--- src/rtl/gpio_bank_pkg.sv ---
package gpio_bank_pkg;

    localparam int DATA_W = 32;
    localparam int ADDR_W = 4;

    // word addresses inside a bank
    localparam logic [ADDR_W-1:0] A_LINE_MASK = 4'd0;
    localparam logic [ADDR_W-1:0] A_CFG_WIN   = 4'd1;
    localparam logic [ADDR_W-1:0] A_PIN_LVL   = 4'd2;
    localparam logic [ADDR_W-1:0] A_OUT_SET   = 4'd4;
    localparam logic [ADDR_W-1:0] A_OUT_CLR   = 4'd5;
    localparam logic [ADDR_W-1:0] A_OUT_LVL   = 4'd6;

    typedef struct packed {
        logic [1:0] drv;
        logic       schmitt;
        logic       odrain;
        logic       pull_dn;
        logic       pull_up;
        logic       dir_out;
        logic [2:0] func;
    } line_cfg_t;

    localparam int CFG_W = $bits(line_cfg_t);

    function automatic line_cfg_t cfg_unpack(input logic [DATA_W-1:0] w);
        line_cfg_t c;
        c.func    = w[2:0];
        c.dir_out = w[8];
        c.pull_up = w[9];
        c.pull_dn = w[10];
        c.odrain  = w[14];
        c.schmitt = w[15];
        c.drv     = w[17:16];
        return c;
    endfunction

    function automatic logic [DATA_W-1:0] cfg_pack(input line_cfg_t c);
        logic [DATA_W-1:0] w;
        w        = '0;
        w[2:0]   = c.func;
        w[8]     = c.dir_out;
        w[9]     = c.pull_up;
        w[10]    = c.pull_dn;
        w[14]    = c.odrain;
        w[15]    = c.schmitt;
        w[17:16] = c.drv;
        return w;
    endfunction

endpackage

--- src/rtl/gpio_in_sync.sv ---
module gpio_in_sync #(
    parameter int W = 32
) (
    input  logic         clk,
    input  logic         rst_n,
    input  logic [W-1:0] async_in,
    output logic [W-1:0] sync_out
);
    logic [W-1:0] meta_d, meta_q;
    logic [W-1:0] sync_d, sync_q;

    always_comb begin
        meta_d = async_in;
        sync_d = meta_q;
    end

    always_ff @(posedge clk or negedge rst_n) begin
        if (!rst_n) begin
            meta_q <= '0;
            sync_q <= '0;
        end else begin
            meta_q <= meta_d;
            sync_q <= sync_d;
        end
    end

    assign sync_out = sync_q;

    // second stage always follows the first
    p_sync_chain_r9: assert property (@(posedge clk) disable iff (!rst_n)
        1'b1 |=> (sync_q == $past(meta_q)));
endmodule

--- src/rtl/gpio_line_cfg.sv ---
module gpio_line_cfg
    import gpio_bank_pkg::*;
(
    input  logic      clk,
    input  logic      rst_n,
    input  logic      wr_en,
    input  line_cfg_t wr_cfg,
    output line_cfg_t cfg
);
    line_cfg_t cfg_d, cfg_q;

    always_comb begin
        cfg_d = cfg_q;
        if (wr_en) cfg_d = wr_cfg;
    end

    always_ff @(posedge clk or negedge rst_n) begin
        if (!rst_n) cfg_q <= '0;
        else        cfg_q <= cfg_d;
    end

    assign cfg = cfg_q;

    // an unselected line keeps its word
    p_cfg_hold_r3: assert property (@(posedge clk) disable iff (!rst_n)
        !wr_en |=> $stable(cfg_q));
    // a selected line takes the written word
    p_cfg_take_r3: assert property (@(posedge clk) disable iff (!rst_n)
        wr_en |=> (cfg_q == $past(wr_cfg)));
endmodule

--- src/rtl/gpio_low_pick.sv ---
module gpio_low_pick
    import gpio_bank_pkg::*;
#(
    parameter int N = 32
) (
    input  logic [N-1:0]       sel_mask,
    input  line_cfg_t [N-1:0]  cfg_all,
    output logic [DATA_W-1:0]  pick_word
);
    logic [N-1:0] first_hot;
    line_cfg_t    pick_cfg;

    always_comb begin
        logic seen;
        seen      = 1'b0;
        first_hot = '0;
        pick_cfg  = '0;
        for (int i = 0; i < N; i++) begin
            if (sel_mask[i] && !seen) begin
                seen         = 1'b1;
                first_hot[i] = 1'b1;
                pick_cfg     = cfg_all[i];
            end
        end
        pick_word = cfg_pack(pick_cfg);
    end

    // at most one line chosen, and only a selected one
    always_comb begin
        a_one_pick_r5: assert ($onehot0(first_hot));
        a_pick_in_mask_r5: assert ((first_hot & ~sel_mask) == '0);
        a_empty_zero_r5: assert ((sel_mask != '0) || (pick_word == '0));
    end
endmodule

--- src/rtl/gpio_bank_regs.sv ---
module gpio_bank_regs
    import gpio_bank_pkg::*;
#(
    parameter int NUM_LINES = 32
) (
    input  logic                   clk,
    input  logic                   rst_n,
    input  logic                   bus_sel,
    input  logic                   bus_wr,
    input  logic [3:0]             bus_addr,
    input  logic [31:0]            bus_wdata,
    output logic [31:0]            bus_rdata,
    input  logic [NUM_LINES-1:0]   pin_in,
    output logic [NUM_LINES-1:0]   pad_out,
    output logic [NUM_LINES-1:0]   pad_oe,
    output logic [NUM_LINES-1:0]   pad_pu,
    output logic [NUM_LINES-1:0]   pad_pd,
    output logic [NUM_LINES-1:0]   pad_od,
    output logic [NUM_LINES-1:0]   pad_schmitt,
    output logic [3*NUM_LINES-1:0] pad_func,
    output logic [2*NUM_LINES-1:0] pad_drv
);
    localparam int N = NUM_LINES;

    typedef struct packed {
        logic [N-1:0]      mask;
        logic [N-1:0]      latch;
        logic [DATA_W-1:0] rdata;
    } bank_state_t;

    bank_state_t st_d, st_q;

    logic                wr_acc, rd_acc, cfg_wr;
    logic [N-1:0]        pin_sync;
    line_cfg_t [N-1:0]   cfg_all;
    line_cfg_t           wr_cfg;
    logic [DATA_W-1:0]   win_word;

    assign wr_acc = bus_sel &&  bus_wr;
    assign rd_acc = bus_sel && !bus_wr;
    assign cfg_wr = wr_acc && (bus_addr == A_CFG_WIN);
    assign wr_cfg = cfg_unpack(bus_wdata);

    gpio_in_sync #(.W(N)) u_sync (
        .clk      (clk),
        .rst_n    (rst_n),
        .async_in (pin_in),
        .sync_out (pin_sync)
    );

    for (genvar i = 0; i < N; i++) begin : g_line
        gpio_line_cfg u_cfg (
            .clk    (clk),
            .rst_n  (rst_n),
            .wr_en  (cfg_wr && st_q.mask[i]),
            .wr_cfg (wr_cfg),
            .cfg    (cfg_all[i])
        );
        assign pad_oe[i]          = cfg_all[i].dir_out;
        assign pad_pu[i]          = cfg_all[i].pull_up;
        assign pad_pd[i]          = cfg_all[i].pull_dn;
        assign pad_od[i]          = cfg_all[i].odrain;
        assign pad_schmitt[i]     = cfg_all[i].schmitt;
        assign pad_func[3*i +: 3] = cfg_all[i].func;
        assign pad_drv[2*i +: 2]  = cfg_all[i].drv;
    end

    gpio_low_pick #(.N(N)) u_pick (
        .sel_mask  (st_q.mask),
        .cfg_all   (cfg_all),
        .pick_word (win_word)
    );

    always_comb begin
        st_d = st_q;
        if (wr_acc) begin
            unique case (bus_addr)
                A_LINE_MASK: st_d.mask  = bus_wdata[N-1:0];
                A_OUT_SET:   st_d.latch = st_q.latch |  bus_wdata[N-1:0];
                A_OUT_CLR:   st_d.latch = st_q.latch & ~bus_wdata[N-1:0];
                default:     ;
            endcase
        end
        if (rd_acc) begin
            unique case (bus_addr)
                A_LINE_MASK: st_d.rdata = DATA_W'(st_q.mask);
                A_CFG_WIN:   st_d.rdata = win_word;
                A_PIN_LVL:   st_d.rdata = DATA_W'(pin_sync);
                A_OUT_LVL:   st_d.rdata = DATA_W'(st_q.latch);
                default:     st_d.rdata = '0;
            endcase
        end
    end

    always_ff @(posedge clk or negedge rst_n) begin
        if (!rst_n) st_q <= '0;
        else        st_q <= st_d;
    end

    assign bus_rdata = st_q.rdata;
    assign pad_out   = st_q.latch;

    // written ones end up high
    p_set_high_r6: assert property (@(posedge clk) disable iff (!rst_n)
        (wr_acc && bus_addr == A_OUT_SET) |=>
        ((pad_out & $past(bus_wdata[N-1:0])) == $past(bus_wdata[N-1:0])));
    // written ones end up low
    p_clr_low_r7: assert property (@(posedge clk) disable iff (!rst_n)
        (wr_acc && bus_addr == A_OUT_CLR) |=>
        ((pad_out & $past(bus_wdata[N-1:0])) == '0));
    // latch untouched without set or clear writes
    p_latch_hold_r10: assert property (@(posedge clk) disable iff (!rst_n)
        !(wr_acc && (bus_addr == A_OUT_SET || bus_addr == A_OUT_CLR)) |=> $stable(pad_out));
    // mask only moves on a mask write
    p_mask_hold_r2: assert property (@(posedge clk) disable iff (!rst_n)
        !(wr_acc && bus_addr == A_LINE_MASK) |=> $stable(st_q.mask));
    // read data holds without a read
    p_rdata_hold_r11: assert property (@(posedge clk) disable iff (!rst_n)
        !rd_acc |=> $stable(bus_rdata));
endmodule

--- config.mk ---
export PLATFORM = sky130hd
export DESIGN_NAME = gpio_bank_regs
export DESIGN_NICKNAME = d
export VERILOG_FILES = /design/src/rtl/gpio_bank_pkg.sv /design/src/rtl/gpio_in_sync.sv /design/src/rtl/gpio_line_cfg.sv /design/src/rtl/gpio_low_pick.sv /design/src/rtl/gpio_bank_regs.sv
export SDC_FILE = /design/constraint.sdc
export NUM_CORES = 1
export LEC_CHECK = 0
export BUFFER_PORTS_ARGS = -buffer_cell sky130_fd_sc_hd__buf_2
export CAP_MARGIN = 30
export CORE_MARGIN = 3
export CORE_UTILIZATION = 45
export DETAILED_ROUTE_END_ITERATION = 10
export GPL_TIMING_DRIVEN = 0
export PLACE_DENSITY = 0.77
export SLEW_MARGIN = 20
export SYNTH_ARGS = -nofsm -noshare
export SYNTH_HDL_FRONTEND = slang
export SYNTH_HIERARCHICAL = 1
export SYNTH_SLANG_ARGS = --single-unit
--- constraint.sdc ---
create_clock -name clk -period 4.8 [get_ports clk]
set_input_delay 0.96 -clock clk [delete_from_list [all_inputs] [get_ports clk]]
set_output_delay 0.96 -clock clk [all_outputs]
set_load 0.005 [all_outputs]
# Word level (Yosys, flattened, before mapping)
# Cells that the tools add are included.
[classes]
n_eq_ne = 5
mux = 65
n_bitwise = 3
n_reduce_logical = 102
[ops]
columns = ["op", "n"]
rows = [
  ["$mux 10", 32],
  ["$pmux 32 s4", 1],
  ["$logic_and 1x1->1", 66],
  ["$pmux 32 s2", 1],
  ["$and 32x32->32", 1],
  ["$logic_not 1->1", 32],
  ["$not 32->32", 1],
  ["$or 32x32->32", 1],
  ["$mux 1", 31],
  ["$eq 4x3->1 const B", 3],
  ["$eq 4x1->1 const B", 1],
  ["$eq 4x2->1 const B", 1],
  ["$logic_not 4->1", 1],
  ["$reduce_and 2->1", 2],
  ["$reduce_bool 2->1", 1],
]
[totals]
regBits = 480
inputBits = 72
output_inout_bits = 384
wordCells = 404

# Depth between registers and ports, before layout
# Gate-level depths: netlist of the first run.
[logic_depth]
depth_word = 95
ltp_mapped = 15

# Modules after synthesis
# Netlist of the first run, hierarchy kept.
[modules_own_cells]
columns = ["mod", "n_inst", "cells_each", "area_each_um2", "seq_area_each_um2"]
rows = [
  ["gpio_line_cfg", 32, 21, 411.6, 250.2],
  ["gpio_bank_regs", 1, 473, 5366.4, 2402.3],
  ["gpio_low_pick", 1, 585, 3555.9, 0.0],
  ["gpio_in_sync", 1, 64, 1601.5, 1601.5],
]

# Worst setup path before layout of the first run
# No wires, ideal clock.
[synth_path]
kind = "register to register"
start = "reg st_q[72] (netlist name)"
end = "reg st_q, in the netlist bus_rdata[17]"
setup_time_ps = 121
arrival_ps = 2666
required_time_ps = 4679
slack_ps = 2013
path_stages_with_launch = 14
n_path_buf = 2
synth_period_minus_slack_ps = 2787
cell_sequence = "dfrtp_1 -> buf_2 -> nor4_2 -> buf_4 -> nand4_4 -> nor2_1 -> o21ai_0 -> o2111ai_1 -> a21oi_1 -> or3_1 -> a22o_1 -> mux2i_1 -> o22ai_1 -> a22o_1"
[synth_via]
elab_chain_cells = 72
elab_cells_between_ends = 95
cone_classes = "48 x mux; 47 x reduce/logical"
[synth_lines]
columns = ["item", "line_no", "rtl"]
rows = [
  ["start, declared", "gpio_bank_regs.sv:31", "bank_state_t st_d, st_q;"],
  ["start signal, assigned", "gpio_bank_regs.sv:97", "else st_q <= st_d;"],
  ["$logic_and 1x1->1 (*)", "gpio_low_pick.sv:19", "if (sel_mask[i] && !seen) begin"],
  ["$mux 1", "gpio_low_pick.sv:19", ""],
  ["$logic_not 1->1", "gpio_low_pick.sv:19", ""],
  ["$logic_and 1x1->1", "gpio_low_pick.sv:19", ""],
  ["$mux 1", "gpio_low_pick.sv:19", ""],
  ["$logic_not 1->1", "gpio_low_pick.sv:19", ""],
  ["$logic_and 1x1->1", "gpio_low_pick.sv:19", ""],
  ["$mux 1", "gpio_low_pick.sv:19", ""],
  ["[... 57 more ...]", "--", ""],
  ["$logic_not 1->1", "gpio_low_pick.sv:19", ""],
  ["$logic_and 1x1->1", "gpio_low_pick.sv:19", ""],
  ["$mux 1", "gpio_low_pick.sv:19", ""],
  ["$logic_not 1->1", "gpio_low_pick.sv:19", ""],
  ["$logic_and 1x1->1", "gpio_low_pick.sv:19", ""],
  ["$mux 10 (*)", "gpio_low_pick.sv:19", ""],
  ["via win_word[17]", "gpio_bank_regs.sv:37", "logic [DATA_W-1:0] win_word;"],
  ["$pmux 32 s4 (*)", "gpio_bank_regs.sv:85", "unique case (bus_addr)"],
]
# Mark *: on every way through the listed nets, which the timed path passes. The rest lies on a longest branch.
# A chain may end at the register's enable or synchronous reset.

# Final worst setup path of the first run
[layout_path]
start = "reg st_q[69] (netlist name)"
end = "reg st_q, in the netlist bus_rdata[1]"
[layout_via]
elab_chain_cells = 81
elab_cells_between_ends = 107
cone_classes = "54 x mux; 53 x reduce/logical"
[layout_lines]
columns = ["item", "line_no"]
rows = [
  ["$logic_and 1x1->1 (*)", "gpio_low_pick.sv:19"],
  ["$mux 1", "gpio_low_pick.sv:19"],
  ["$logic_not 1->1", "gpio_low_pick.sv:19"],
  ["$logic_and 1x1->1", "gpio_low_pick.sv:19"],
  ["$mux 1", "gpio_low_pick.sv:19"],
  ["$logic_not 1->1", "gpio_low_pick.sv:19"],
  ["$logic_and 1x1->1", "gpio_low_pick.sv:19"],
  ["$mux 1", "gpio_low_pick.sv:19"],
  ["[... 66 more ...]", "--"],
  ["$logic_not 1->1", "gpio_low_pick.sv:19"],
  ["$logic_and 1x1->1", "gpio_low_pick.sv:19"],
  ["$mux 1", "gpio_low_pick.sv:19"],
  ["$logic_not 1->1", "gpio_low_pick.sv:19"],
  ["$logic_and 1x1->1", "gpio_low_pick.sv:19"],
  ["$mux 10 (*)", "gpio_low_pick.sv:19"],
  ["via win_word[1]", "gpio_bank_regs.sv:37"],
  ["$pmux 32 s4 (*)", "gpio_bank_regs.sv:85"],
]
# Marks and branches as above.

==> flow_summary.yaml, run 1 <==
global_route:
  grt_max_degree: 93
  antenna_found_initial: 0
  grt_first_pass_wirelength_um: 125000
  gr-total-overflow: 0
  grtUsageTotal_pct: 29.7
  grt_pass1_vias: 18500
sta:
  period_needed_ns: 4.40
  worstMarginPinSlew_ns: 1.02
  max-slew-margin-rel_pct: 31.3
  rsz0062_at_grt: "no"
  max_freq_mhz: 227
  tns_ns: 0
  setup_viol: 0
  fin_skew_ns: 0.0171
  timing.hold.ws_ns: 0.301
  fin_crit_sh_pct: 91.7
  slew_viol_final: 0
  hold_viol: 0
drt:
  final_antenna_net_count: 0
  viasPerCell: 5.99
  route.detailed.drc: 0
  drt_first_pass_iters: 6
  drt_iter0_drc: 2055
  wirelength_um: 85600
  wl_per_cell_um: 28.0
  vias: 18300
cells_and_area:
  nFillCells: 4205
  drive_gt1_share_pct: 44.9
  fin_area_sq_um: 29100
  antennaDiodeCount: 0
  instances_no_fill: 3061
  areaGrowthSynthToFinish_pct: 22.7
  fin_util_pct: 56.2
  nets: 2409
worst_setup_path:
  r2r-end: "bus_rdata[1]"
  worstSetupStartpoint: "st_q[69]"
  path_class: "reg -> reg"
  cp-start-kind: "flip-flop"
  critPathArrivalTime_ns: 4.88
  crit_slowest_cell: "nor3_1"
  rr_startpoint: "st_q[69]"
  crit_path_end_kind: "flip-flop"
  critPathMaxFanout: 9
  worstRegToRegCells: 12
  max_stage_delay_ns: 0.89
  path_cells: "clkbuf_1, nor3_1, nand4b_1, nor2_1, a41oi_1, o21a_1, a2111oi_0, o21a_1, nor3_2, mux2i_1, o22ai_1, a22o_1"
  crit_top_cell: "o21a_1"
  ff2ff_setup_slack_ns: 0.40
  worstPathRequired_ns: 5.28
die:
  dieArea_sq_um: 55400
  die_h_um: 235
  initial_utilization_pct: 45.8
  ios: 456
  coreArea_sq_um: 51700
  core.rowCount: 83
  fp.dieW_um: 235
clock_tree:
  clock_tree.root_cell: "clkbuf_16"
  cts_setup_buffers: 0
  clock_latency_ns: 0.61
  clock_path_buffers: 3
  hold_buffers: 0
  cts.reportedPaths.clkPinSlew_ns: 0.06
  ctsHtreeMaxLevel: 2
  cts_tree: "built"
  cts_resized: 0
  cts_buffers: 53
  clock_sinks: 480
pwr:
  power_leakage_uw: 0.0147
  max-vdd-ir-drop_mv: 0.343
  p_per_area_nw_per_um2: 394
synthesis:
  yosys_warnings: 6
  syn_inst: 1794
  synth_edf_count: 0
  synthFlopType: "dfrtp_1"
  synth-seq-cells: 480
  netlist_area_sq_um: 23700
  async_reset_ff_share_pct: 100
  seq_area_frac_synth_pct: 50.7
  yosys.cell_types.count: 72
  syn_avg_cell_area_sq_um: 13.2
placed_design:
  place_inst: 2960
  dpl_cell_area_sq_um: 27200
  place_congestion: 0.908
  hpwl_um: 63000
  portBuffers: 453
run:
  drv_cap: 0
hold_path:
  hold_class: "in -> async"
run_status:
  status: "completed"
-- cell type report --
type                       instances  area (sq um)  share of cell area (%)
inverter                          22          82.6                   0.284
buffer                           200          1370                    4.72
clock inverter                    25           295                    1.02
tap                              680           851                    2.93
sequential                       480         12000                    41.3
multi-input combinational       1113         10300                    35.5
clock buffer                      74          1540                    5.29
timing repair buffer             467          2620                    9.01
-- state kept, by name (all words and copies together), names as in the netlist, named ones only --
name,flops
u_sync/sync_out,32
g_line.u_cfg/cfg,320
st_q,32
bus_rdata,32
u_sync/meta_q,32
-- placed cells by master (no fill, tap or decap), drive strengths merged, types with 24 or more instances in the layout --
cell / instances
buf: 606
nand2: 61
a22oi: 29
mux2i: 69
nor2: 65
a21oi: 39
a22o: 35
o22ai: 66
inv: 24
mux2: 352
a31oi: 71
clkbuf: 135
and2: 35
o21ai: 35
nor3: 25
dfrtp: 480
-- cell families (layout without fill, tap and decap cells) --
logic type	Yosys count	count (layout)	share of synthesized area (%)
compound gates	376	376	11.1
flops	480	480	50.7
buf+inv	222	788	6.14
simple gates	294	294	6.89
other cells	1	22	0.0158
mux	421	421	25.2
-- routing by layer --
| layer | GRT usage [%] | up-vias | wire, um |
|---|---|---|---|
| met5 | 0 | - | 0 |
| met4 | 12.2 | 0 | 3900 |
| met3 | 7.67 | 226 | 8100 |
| met2 | 47.5 | 1054 | 39800 |
| met1 | 38.7 | 9373 | 33800 |
| li1 | - | 7682 | - |
-- where the power goes --
group,internal (uW),switching (uW),total [uW]
clock,2560,1740,4300
sequential,4420,474,4890
combinational,1050,1240,2280
total,8020,3450,11500
-- synth_stat cells, drive strengths merged (5+ instances only) --
cell type | number | area (sq um)
mux2i | 69 | 691
clkbuf | 61 | 229
mux2 | 352 | 5280
nand2 | 61 | 231
a221oi | 11 | 96.3
or3 | 12 | 80.1
nor2b | 19 | 119
nor4 | 7 | 71.3
nor2 | 65 | 254
inv | 22 | 82.6
and2 | 35 | 219
o21a | 5 | 37.5
dfrtp | 480 | 12000
a22o | 35 | 307
o21ai | 35 | 175
a211oi | 8 | 60.1
nand3 | 18 | 95.1
a31oi | 71 | 444
a21oi | 39 | 195
buf | 139 | 1140
o221ai | 13 | 114
nand2b | 6 | 37.5
and3 | 13 | 81.3
a32oi | 13 | 114
a221o | 7 | 70.1
a22oi | 29 | 218
o22ai | 66 | 413
nor3 | 25 | 158
a222oi | 6 | 60.1
o211ai | 9 | 67.6
nand4 | 10 | 77.6
-- worst max-delay path by stage --
stage	to	slack [ns]	cells after the start
after floorplan	bus_rdata[17]	2.01	13
after global placement	g_line[1].u_cfg/cfg[3]	-6.68	1
after detailed placement	bus_rdata[1]	0.63	13
after CTS	bus_rdata[1]	0.60	13
after global routing	bus_rdata[1]	0.26	12
final	bus_rdata[1]	0.40	12
-- stage by stage --
stage / worst slack [ns] / power, uW
6_report: 0.399 / 11500
4_1_cts: 0.597 / 11500
3_3_place_gp: -6.68 / 7080
2_1_floorplan: 2.01 / 6020
3_5_place_dp: 0.627 / 7180
5_1_grt: 0.255 / 11900
-- critical path, delay by kind of cell, from the launching register on --
family | cells | cell delay, ns
AOI/OAI and AO/OA | 6 | 1.73
and+or+nand+nor | 4 | 1.50
DFF | 1 | 0.42
muxes | 1 | 0.36
buffers and inverters | 1 | 0.26
Note: power is estimated with default switching activity, not from simulation.
==> run 2: changes to the inputs <==
--- a/config.mk
+++ b/config.mk
@@ -8,10 +8,10 @@
 export BUFFER_PORTS_ARGS = -buffer_cell sky130_fd_sc_hd__buf_2
 export CAP_MARGIN = 30
 export CORE_MARGIN = 3
-export CORE_UTILIZATION = 45
+export CORE_UTILIZATION = 42
 export DETAILED_ROUTE_END_ITERATION = 10
 export GPL_TIMING_DRIVEN = 0
-export PLACE_DENSITY = 0.77
+export PLACE_DENSITY = 0.73
 export SLEW_MARGIN = 20
 export SYNTH_ARGS = -nofsm -noshare
 export SYNTH_HDL_FRONTEND = slang
==> run 2 against run 1 <==
Against the previous run:
- clock-buffer cell count up 1
- clock skew up 0.0032 ns
- final cell count up 2.3%
- non-clock buffer count up 3
- sequential share of layout area down 0.16 points
- combinational power about the same
- hold slack better by 0.045 ns
- cell area up 0.39%
- largest power group unchanged
==> flow_summary.yaml, run 2 (synthesis results as in run 1) <==
global_route:
  grt_max_degree: 104
  gr-total-overflow: 0
  grt_pass1_vias: 18600
  grt_first_pass_wirelength_um: 126000
  grtUsageTotal_pct: 28.4
  antenna_found_initial: 1
drt:
  final_antenna_net_count: 0
  vias: 18200
  drt_iter0_drc: 1724
  drt_first_pass_iters: 8
  route.detailed.drc: 0
  viasPerCell: 5.81
  wl_per_cell_um: 27.7
  wirelength_um: 86700
sta:
  tns_ns: 0
  layout_setup_ws_ns: 0.391
  timing.hold.ws_ns: 0.346
  worstMarginPinSlew_ns: 0.915
  period_needed_ns: 4.41
  max_freq_mhz: 227
  fin_crit_sh_pct: 91.9
  max-slew-margin-rel_pct: 37.4
  setup_viol: 0
  hold_viol: 0
  rsz0062_at_grt: "no"
  fin_skew_ns: 0.0203
  slew_viol_final: 0
cells_and_area:
  largest_register_ffs: 320
  final_common_cell: "dfrtp_1"
  drive_gt1_share_pct: 45.0
  final_cell_mix: "dfrtp_1, buf_2, mux2_4"
  fin_area_sq_um: 29200
  areaGrowthSynthToFinish_pct: 23.2
  antennaDiodeCount: 0
  nets: 2412
placed_design:
  place_ws_ns: 0.482
  dpl_cell_area_sq_um: 27300
  hpwl_um: 64000
  place_congestion: 0.903
  portBuffers: 453
worst_setup_path:
  critPathArrivalTime_ns: 4.90
  worstPathRequired_ns: 5.29
  crit_slowest_cell: "a2111oi_0"
  critPathMaxFanout: 10
  crit_path_end_kind: "flip-flop"
  max_stage_delay_ns: 0.71
  crit_top_cell: "buf_2"
  cp-start-kind: "flip-flop"
  path_cells: "nor4_4, buf_2, buf_2, nand4_1, nor2_1, nor4_1, o21a_1, a2111oi_0, o21ai_0, nor3b_2, mux2i_1, o22ai_1, a22o_1"
  path_class: "reg -> reg"
clock_tree:
  cts.reportedPaths.clkPinSlew_ns: 0.06
  ctsHtreeMaxLevel: 2
  cts_buffers: 53
  clock_path_buffers: 3
  hold_buffers: 0
  clock_latency_ns: 0.62
  cts_resized: 0
  cts_tree: "built"
  clock_tree.root_cell: "clkbuf_16"
  clock_sinks: 480
  cts_setup_buffers: 0
pwr:
  power_leakage_uw: 0.0147
  p_per_area_nw_per_um2: 391
  max-vdd-ir-drop_mv: 0.272
die:
  dieArea_sq_um: 59300
  fp.dieW_um: 244
  core.rowCount: 86
  coreArea_sq_um: 55400
  initial_utilization_pct: 42.8
  ios: 456
  die_h_um: 244
hold_path:
  hold_class: "reg -> reg"
run:
  drv_cap: 0
run_status:
  status: "completed"
## run 2: changes by cell type in the layout (fill, tap and decap cells not counted), sizes merged
cell      before  now
clkinvlp       2    4
buf          606  609
inv           24   25
clkbuf       135  136
clkinv        15   13
bufinv         6    4
## run 2: path summary, 6_finish.rpt
check / startpoint / to / slack, ns / cells past startpoint
max: st_q[64] / bus_rdata[9] / 0.39 / 13
min: u_sync/meta_q[4] / u_sync/sync_out[4] / 0.35 / 0
max reg2reg: st_q[64] / bus_rdata[9] / 0.39 / 13
min reg2reg: u_sync/meta_q[4] / u_sync/sync_out[4] / 0.35 / 0
max in group asynchronous: rst_n / g_line[2].u_cfg/cfg[6] / 2.94 / 3
min in group asynchronous: rst_n / async pin / 0.40 / 1
## run 2: report_power, final
| part | switching, uW | internal [uW] |
|---|---|---|
| clock network | 1740 | 2470 |
| registers | 477 | 4420 |
| logic | 1250 | 1050 |
| total | 3470 | 7940 |
## run 2: stage by stage
stage / power (uW) / util, % / cells
3_5_place_dp: 7200 / 49.2 / 3027
4_1_cts: 11400 / 52.4 / 3126
6_report: 11400 / 52.7 / 3132
3_3_place_gp: 7100 / 48.7 / 3016
2_1_floorplan: 6020 / - / 1815
5_1_grt: 11800 / 52.7 / 3132
## run 2: metal layers
layer | share of wire [%] | track usage [%] | vias up | wire length, um
met4 | 3.7 | 10.3 | 2 | 3220
li1 | - | - | 7654 | -
met5 | 0.015 | 0 | - | 13
met3 | 8.2 | 6.53 | 175 | 7100
met1 | 41 | 37.2 | 9491 | 35500
met2 | 47 | 46.4 | 887 | 40800
## run 2: layout make-up
class / instances / area, sq um
buffer: 200 / 1370
clock inverter: 24 / 264
clock buffer: 75 / 1550
tap: 748 / 936
timing repair buffer: 470 / 2670
multi-input combinational: 1113 / 10300
inverter: 22 / 82.6
sequential: 480 / 12000
fill: 4791 / 26200
## run 2: worst max-delay path, delay by kind of cell (launching register included)
family	cells	cell delay [ns]
simple gates	5	1.33
compound gates	5	1.56
flops	1	0.55
mux	1	0.21
buf+inv	2	0.64
